### config.mk
export PLATFORM = sky130hd
export DESIGN_NAME = dma4_ctrl
export DESIGN_NICKNAME = d
export VERILOG_FILES = /design/src/rtl/dma4_pkg.sv /design/src/rtl/dma4_chan.sv /design/src/rtl/dma4_prio.sv /design/src/rtl/dma4_seq.sv /design/src/rtl/dma4_ctrl.sv
export SDC_FILE = /design/constraint.sdc
export NUM_CORES = 1
export LEC_CHECK = 0
export ABC_AREA = 1
export BUFFER_PORTS_ARGS = -buffer_cell sky130_fd_sc_hd__buf_2
export CAP_MARGIN = 10
export CORE_MARGIN = 4
export CORE_UTILIZATION = 30
export CTS_BUF_LIST = sky130_fd_sc_hd__clkbuf_8
export CTS_CLUSTER_DIAMETER = 60
export DETAILED_ROUTE_END_ITERATION = 12
export SLEW_MARGIN = 20
export SYNTH_ARGS = -nofsm -noshare
export SYNTH_HDL_FRONTEND = slang
export SYNTH_SLANG_ARGS = --single-unit
### constraint.sdc
create_clock -name clk -period 22.8 [get_ports clk]
set_input_delay 4.56 -clock clk [delete_from_list [all_inputs] [get_ports clk]]
set_output_delay 4.56 -clock clk [all_outputs]
set_load 0.02 [all_outputs]
### src/rtl/dma4_pkg.sv
package dma4_pkg;

  typedef enum logic [1:0] {
    XM_SINGLE = 2'd0,
    XM_BLOCK  = 2'd1,
    XM_DEMAND = 2'd2
  } xfer_mode_e;

  // bit4 reload at tc, bit3 count down, bit2 device-to-memory, bits1:0 mode
  typedef struct packed {
    logic       autoinit;
    logic       dec;
    logic       to_mem;
    xfer_mode_e xm;
  } chan_mode_t;

  typedef enum logic [1:0] {
    SQ_IDLE = 2'd0,
    SQ_HOLD = 2'd1,
    SQ_MOVE = 2'd2
  } seq_st_e;

  localparam int unsigned MODE_W = $bits(chan_mode_t);

endpackage

### src/rtl/dma4_chan.sv
module dma4_chan
  import dma4_pkg::*;
#(
  parameter int unsigned W = 16
) (
  input  logic         clk,
  input  logic         rst_n,
  input  logic         ld_addr,
  input  logic         ld_cnt,
  input  logic         ld_mode,
  input  logic [W-1:0] wdata,
  input  logic         step,
  output logic [W-1:0] cur_addr,
  output logic [W-1:0] cur_cnt,
  output chan_mode_t   mode,
  output logic         at_tc
);

  logic [W-1:0] base_addr_q, base_cnt_q, addr_q, cnt_q, addr_d, cnt_d;
  chan_mode_t   mode_q;
  logic         addr_en, cnt_en;

  assign at_tc    = (cnt_q == '0);
  assign cur_addr = addr_q;
  assign cur_cnt  = cnt_q;
  assign mode     = mode_q;
  assign addr_en  = ld_addr | step;
  assign cnt_en   = ld_cnt | step;

  always_comb begin
    addr_d = addr_q;
    cnt_d  = cnt_q;
    if (ld_addr) begin
      addr_d = wdata;
    end else if (step) begin
      if (at_tc && mode_q.autoinit) addr_d = base_addr_q;
      else if (mode_q.dec)          addr_d = addr_q - 1'b1;
      else                          addr_d = addr_q + 1'b1;
    end
    if (ld_cnt) begin
      cnt_d = wdata;
    end else if (step) begin
      if (at_tc && mode_q.autoinit) cnt_d = base_cnt_q;
      else                          cnt_d = cnt_q - 1'b1;
    end
  end

  always_ff @(posedge clk or negedge rst_n) begin
    if (!rst_n) begin
      base_addr_q <= '0;
      base_cnt_q  <= '0;
      addr_q      <= '0;
      cnt_q       <= '0;
      mode_q      <= '0;
    end else begin
      if (ld_addr) base_addr_q <= wdata;
      if (ld_cnt)  base_cnt_q  <= wdata;
      if (addr_en) addr_q      <= addr_d;
      if (cnt_en)  cnt_q       <= cnt_d;
      if (ld_mode) mode_q      <= chan_mode_t'(wdata[MODE_W-1:0]);
    end
  end

endmodule

### src/rtl/dma4_prio.sv
module dma4_prio #(
  parameter  int unsigned NCH = 4,
  localparam int unsigned CHB = $clog2(NCH)
) (
  input  logic [NCH-1:0] pend,
  output logic [CHB-1:0] pick,
  output logic           any
);

  assign any = |pend;

  always_comb begin
    pick = '0;
    for (int i = NCH - 1; i >= 0; i--) begin
      if (pend[i]) pick = CHB'(i);
    end
  end

endmodule

### src/rtl/dma4_seq.sv
module dma4_seq
  import dma4_pkg::*;
#(
  parameter  int unsigned NCH = 4,
  localparam int unsigned CHB = $clog2(NCH)
) (
  input  logic           clk,
  input  logic           rst_n,
  input  logic [NCH-1:0] pend,
  input  logic           hold_ack,
  input  xfer_mode_e     xm,
  input  logic           at_tc,
  input  logic           req_live,
  input  logic           eop,
  output seq_st_e        st,
  output logic [CHB-1:0] act
);

  logic [CHB-1:0] pick;
  logic           any, act_en, fin;
  seq_st_e        st_d;

  dma4_prio #(.NCH(NCH)) prio_i (.pend(pend), .pick(pick), .any(any));

  always_comb begin
    unique case (xm)
      XM_SINGLE: fin = 1'b1;
      XM_DEMAND: fin = at_tc | eop | ~req_live;
      default:   fin = at_tc | eop;
    endcase
  end

  always_comb begin
    st_d   = st;
    act_en = 1'b0;
    unique case (st)
      SQ_IDLE: if (any) begin
        st_d   = SQ_HOLD;
        act_en = 1'b1;
      end
      SQ_HOLD: if (hold_ack) st_d = SQ_MOVE;
      SQ_MOVE: if (fin) st_d = SQ_IDLE;
      default: st_d = SQ_IDLE;
    endcase
  end

  always_ff @(posedge clk or negedge rst_n) begin
    if (!rst_n) begin
      st  <= SQ_IDLE;
      act <= '0;
    end else begin
      st <= st_d;
      if (act_en) act <= pick;
    end
  end

endmodule

### src/rtl/dma4_ctrl.sv
module dma4_ctrl
  import dma4_pkg::*;
#(
  parameter  int unsigned NCH = 4,
  parameter  int unsigned W   = 16,
  localparam int unsigned CHB = $clog2(NCH),
  localparam int unsigned RAW = CHB + 2
) (
  input  logic           clk,
  input  logic           rst_n,
  input  logic           reg_wr,
  input  logic           reg_rd,
  input  logic [RAW-1:0] reg_addr,
  input  logic [W-1:0]   reg_wdata,
  output logic [W-1:0]   reg_rdata,
  input  logic [NCH-1:0] dreq,
  output logic [NCH-1:0] dack,
  input  logic           eop,
  output logic           hold_req,
  input  logic           hold_ack,
  output logic [W-1:0]   mem_addr,
  output logic           mem_rd,
  output logic           mem_wr,
  output logic           tc
);

  // reset: asserted asynchronously, released through two flops
  logic [1:0] rs_q;
  logic       rst_i;
  always_ff @(posedge clk or negedge rst_n) begin
    if (!rst_n) rs_q <= '0;
    else        rs_q <= {rs_q[0], 1'b1};
  end
  assign rst_i = rs_q[1];

  logic [1:0]     grp;
  logic [CHB-1:0] sel;
  logic           wr_ctl, wr_mask, wr_sreq, wr_cmd, rd_stat;
  assign grp     = reg_addr[RAW-1:CHB];
  assign sel     = reg_addr[CHB-1:0];
  assign wr_ctl  = reg_wr && (grp == 2'd3);
  assign wr_mask = wr_ctl && (sel == CHB'(0));
  assign wr_sreq = wr_ctl && (sel == CHB'(1));
  assign wr_cmd  = wr_ctl && (sel == CHB'(2));
  assign rd_stat = reg_rd && (grp == 2'd3) && (sel == CHB'(3));

  logic [W-1:0] ch_addr [NCH];
  logic [W-1:0] ch_cnt  [NCH];
  chan_mode_t   ch_mode [NCH];
  logic [NCH-1:0] ch_tc;

  seq_st_e        st;
  logic [CHB-1:0] act;
  logic           move, atc, req_live;
  chan_mode_t     amode;

  logic [NCH-1:0] mask_q, mask_d, sreq_q, sreq_d, tcf_q, tcf_d, pend;
  logic           dis_q;

  assign move     = (st == SQ_MOVE);
  assign amode    = ch_mode[act];
  assign atc      = ch_tc[act];
  assign req_live = dreq[act] | sreq_q[act];
  assign pend     = dis_q ? '0 : ((dreq | sreq_q) & ~mask_q);

  for (genvar g = 0; g < NCH; g++) begin : g_ch
    logic hit;
    assign hit = reg_wr && (sel == CHB'(g));
    dma4_chan #(.W(W)) chan_i (
      .clk      (clk),
      .rst_n    (rst_i),
      .ld_addr  (hit && (grp == 2'd0)),
      .ld_cnt   (hit && (grp == 2'd1)),
      .ld_mode  (hit && (grp == 2'd2)),
      .wdata    (reg_wdata),
      .step     (move && (act == CHB'(g))),
      .cur_addr (ch_addr[g]),
      .cur_cnt  (ch_cnt[g]),
      .mode     (ch_mode[g]),
      .at_tc    (ch_tc[g])
    );
  end

  dma4_seq #(.NCH(NCH)) seq_i (
    .clk      (clk),
    .rst_n    (rst_i),
    .pend     (pend),
    .hold_ack (hold_ack),
    .xm       (amode.xm),
    .at_tc    (atc),
    .req_live (req_live),
    .eop      (eop),
    .st       (st),
    .act      (act)
  );

  always_comb begin
    mask_d = mask_q;
    sreq_d = sreq_q;
    tcf_d  = tcf_q;
    if (wr_mask) mask_d = reg_wdata[NCH-1:0];
    if (wr_sreq) sreq_d = reg_wdata[NCH-1:0];
    if (rd_stat) tcf_d  = '0;
    if (move && (atc || eop)) sreq_d[act] = 1'b0;
    if (move && atc) begin
      tcf_d[act] = 1'b1;
      if (!amode.autoinit) mask_d[act] = 1'b1;
    end
  end

  always_ff @(posedge clk or negedge rst_i) begin
    if (!rst_i) begin
      mask_q <= '1;
      sreq_q <= '0;
      tcf_q  <= '0;
      dis_q  <= 1'b0;
    end else begin
      mask_q <= mask_d;
      sreq_q <= sreq_d;
      tcf_q  <= tcf_d;
      if (wr_cmd) dis_q <= reg_wdata[0];
    end
  end

  always_comb begin
    reg_rdata = '0;
    unique case (grp)
      2'd0: reg_rdata = ch_addr[sel];
      2'd1: reg_rdata = ch_cnt[sel];
      2'd2: reg_rdata = {{(W - MODE_W){1'b0}}, ch_mode[sel]};
      default: begin
        if      (sel == CHB'(0)) reg_rdata = W'(mask_q);
        else if (sel == CHB'(1)) reg_rdata = W'(sreq_q);
        else if (sel == CHB'(2)) reg_rdata = W'(dis_q);
        else                     reg_rdata = W'(tcf_q);
      end
    endcase
  end

  always_comb begin
    dack = '0;
    if (move) dack[act] = 1'b1;
  end

  assign hold_req = (st != SQ_IDLE);
  assign mem_addr = move ? ch_addr[act] : '0;
  assign mem_rd   = move && !amode.to_mem;
  assign mem_wr   = move && amode.to_mem;
  assign tc       = move && atc;

endmodule

==> metrics.csv <==
metric,value,unit
Pre-antenna DRT Iters,6,
DIE AREA,0.07137,mm2
Synth cell types,46,
Sink Count,295,
worst ir drop on vdd,0.04657,mV
"Async S/R FF share, synth",100.0,%
largest area contributor in the netlist,dfrtp_1,
IO Count,70,
antenna violations before repair,6,
top post-synthesis cells by area,"dfrtp_1 (36%), nand2_1 (18%), inv_1 (8.5%)",
fillers,7220,
syn nets,3110,
Layout area overhead,11.23,%
Setup CP Type,primary input to primary output,
setup repair after global routing missed its margin,no,
nets@finish,3154,
most frequent cells in the layout,"nand2_1 (951), inv_1 (467), dfrtp_1 (290)",
yosys warns,0,
Final Max Tran Viols,0,
clock tree from TritonCTS,yes,
CTS Buf Count,56,
sequential cell area,0.007391,mm2
die width,267.1,um
Crit path arrival time,6600,ps
global-route wire length before repair,120100,um
total length of routed wires,79770,um
critical path capture point type,primary output,
Die Y,267.1,um
Core Region,0.06622,mm2
Power Density,128.4,mW/mm2
"leading cell type in the layout, fill and taps excluded",nand2_1,
Clock Latency Late Sink,670,ps
# DRC,0,
Hold WC Path Type,flop to async pin,
FMAX,0.08957,GHz
Worst-path clk slew,60,ps
via count of the routed design,20270,
CTS HTree Levels,2,
PostCTS Resize Cnt,0,
"FF+latch count, synth",295,
worst-margin pin slew,1076,ps
number of global-route vias before repair,19120,
Synth Flop Type,dfrtp_1,
largest net degree at the start of global routing,75,
"antenna viol nets, final",0,
clk root buf,clkbuf_8,
Clock Skews,27.55,ps
"Period Utilization, post-route",48.97,%
Cell Rows,94,
setup bufs post-CTS,0,
detailed placer's ending HPWL,59530,um
Final Worst Setup Slack,11640,ps
"Req. time, crit path",18240,ps
CP Max Fanout,36,
worst slack at placement,11730,ps
startpoint types,primary input,
CTS hold repair buffers,0,
DR vias/cell,5.112,
global route total overflow,0,
Port Buffers,69,
Synth top area share,36.14,%
"EDFF count, synth",0,
Hold Fails Final Rpt,0,
Total GRT Usage,22.09,%
LEAKAGE,12.05,nW
Max clock buf depth,3,
Initial Util,30.43,%
worst reg2reg path depth,9,
Post-Syn Area,0.02015,mm2
post-synthesis sequential area ratio,36.67,%
setup tns final,0,ps
Syn Area/Cell,6.689,um2
GPL Wtd Cong,0.9923,
outcome,finished clean,
post-route total power,2.877,mW
Gate Count Post-Synth,3012,
Multi-input gate area,0.01053,mm2
layout cells sized above 1,7.452,%
Final Setup Violations,0,
Period minus WS final,11160,ps
Slew Limit Headroom,28.19,%
maxcap violations,0,
Detailed Route Iter0 Violations,1935,
average wire per standard cell,20.11,um
cells in the mapped netlist, drive strengths merged, types with 5 or more instances:
master / count
o211ai: 32
or2: 8
nand4: 24
inv: 473
dfrtp: 291
buf: 56
nand3b: 8
xor2: 42
nor2: 234
o21bai: 17
o22ai: 88
nand3: 223
and2: 9
a21oi: 107
a31oi: 5
nand2: 959
o2111ai: 5
nor3: 19
ha: 64
o21ai: 265
clkbuf: 40
xnor2: 6
a221oi: 17
metal layers:
layer | global-route usage (%) | wire length, um | vias to the layer above
met5 | 0 | 30 | -
met4 | 10.29 | 4218 | 4
met3 | 4.318 | 6411 | 184
met2 | 32.84 | 33270 | 790
met1 | 30.97 | 35830 | 9483
li1 | - | - | 9812
path summary, 6_finish.rpt:
| path | to | from | slack (ps) |
|---|---|---|---|
| worst max-delay path | reg_rdata[11] | reg_addr[0] | 11640 |
| worst min-delay path | g_ch[2].chan_i.base_cnt_q[9]$_DFFE_PN0P_ | rs_q[1]$_DFF_PN0_ | 210 |
| worst max register to register | g_ch[0].chan_i.cur_addr[3]$_DFFE_PN0P_ | g_ch[0].chan_i.cur_cnt[10]$_DFFE_PN0P_ | 19340 |
| worst min register to register | g_ch[2].chan_i.base_cnt_q[9]$_DFFE_PN0P_ | rs_q[1]$_DFF_PN0_ | 210 |
| max in group asynchronous | rs_q[1]$_DFF_PN0_ | rst_n | 19000 |
| min in group clk | rs_q[1]$_DFF_PN0_ | rs_q[0]$_DFF_PN0_ | 340 |
registers in the layout (all words and copies together) (netlist names):
signal                   count
rs_q                         2
dis_q                        1
tcf_q                        4
mask_q                       4
sreq_q                       4
g_ch.chan_i.base_addr_q     64
g_ch.chan_i.cur_cnt         64
g_ch.chan_i.cur_addr        64
g_ch.chan_i.mode            20
seq_i.st                     2
seq_i.act                    2
g_ch.chan_i.base_cnt_q      64
layout make-up:
type	count	area share (%)
flip-flops and latches	295	32.98
diodes	2	0.02233
clock inverters	26	0.6030
inverters	474	7.950
multi-input cells	2147	46.98
clock buffers	76	4.668
well taps	864	4.824
repair buffers	82	1.976
power by group:
part / internal [mW] / switching (mW)
logic: 0.467 / 0.981
clock network: 0.297 / 0.250
registers: 0.700 / 0.182
cell families after synthesis:
group | after synthesis | synth area share [%]
AND/OR/NAND/NOR | 1485 | 30.46
other | 1 | 0.01861
adder cells (fa/ha/maj) | 68 | 4.372
AO/OA/AOI/OAI | 545 | 15.27
buffers and inverters | 570 | 11.13
XOR/XNOR | 48 | 2.087
flip-flops | 295 | 36.67
worst max-delay path, cell delays in order:
cell	delay, ps
buf_2	150
nand2_2	590
inv_1	350
nand2_1	120
o21ai_0	90
o21ai_0	280
nand2_1	220
buf_2	210
per-stage QoR:
stage	utilization [%]	instance area, um2	cells	hold slack, ps
after floorplan	-	20150	3012	331.2
after global placement	32.05	21220	3862	231.6
after detailed placement	32.05	21220	3862	232.5
after CTS	33.84	22410	3964	224.6
after global routing	33.84	22410	3964	239.0
final	33.84	22410	3966	205.4
Power figures use the tool's default switching activity.
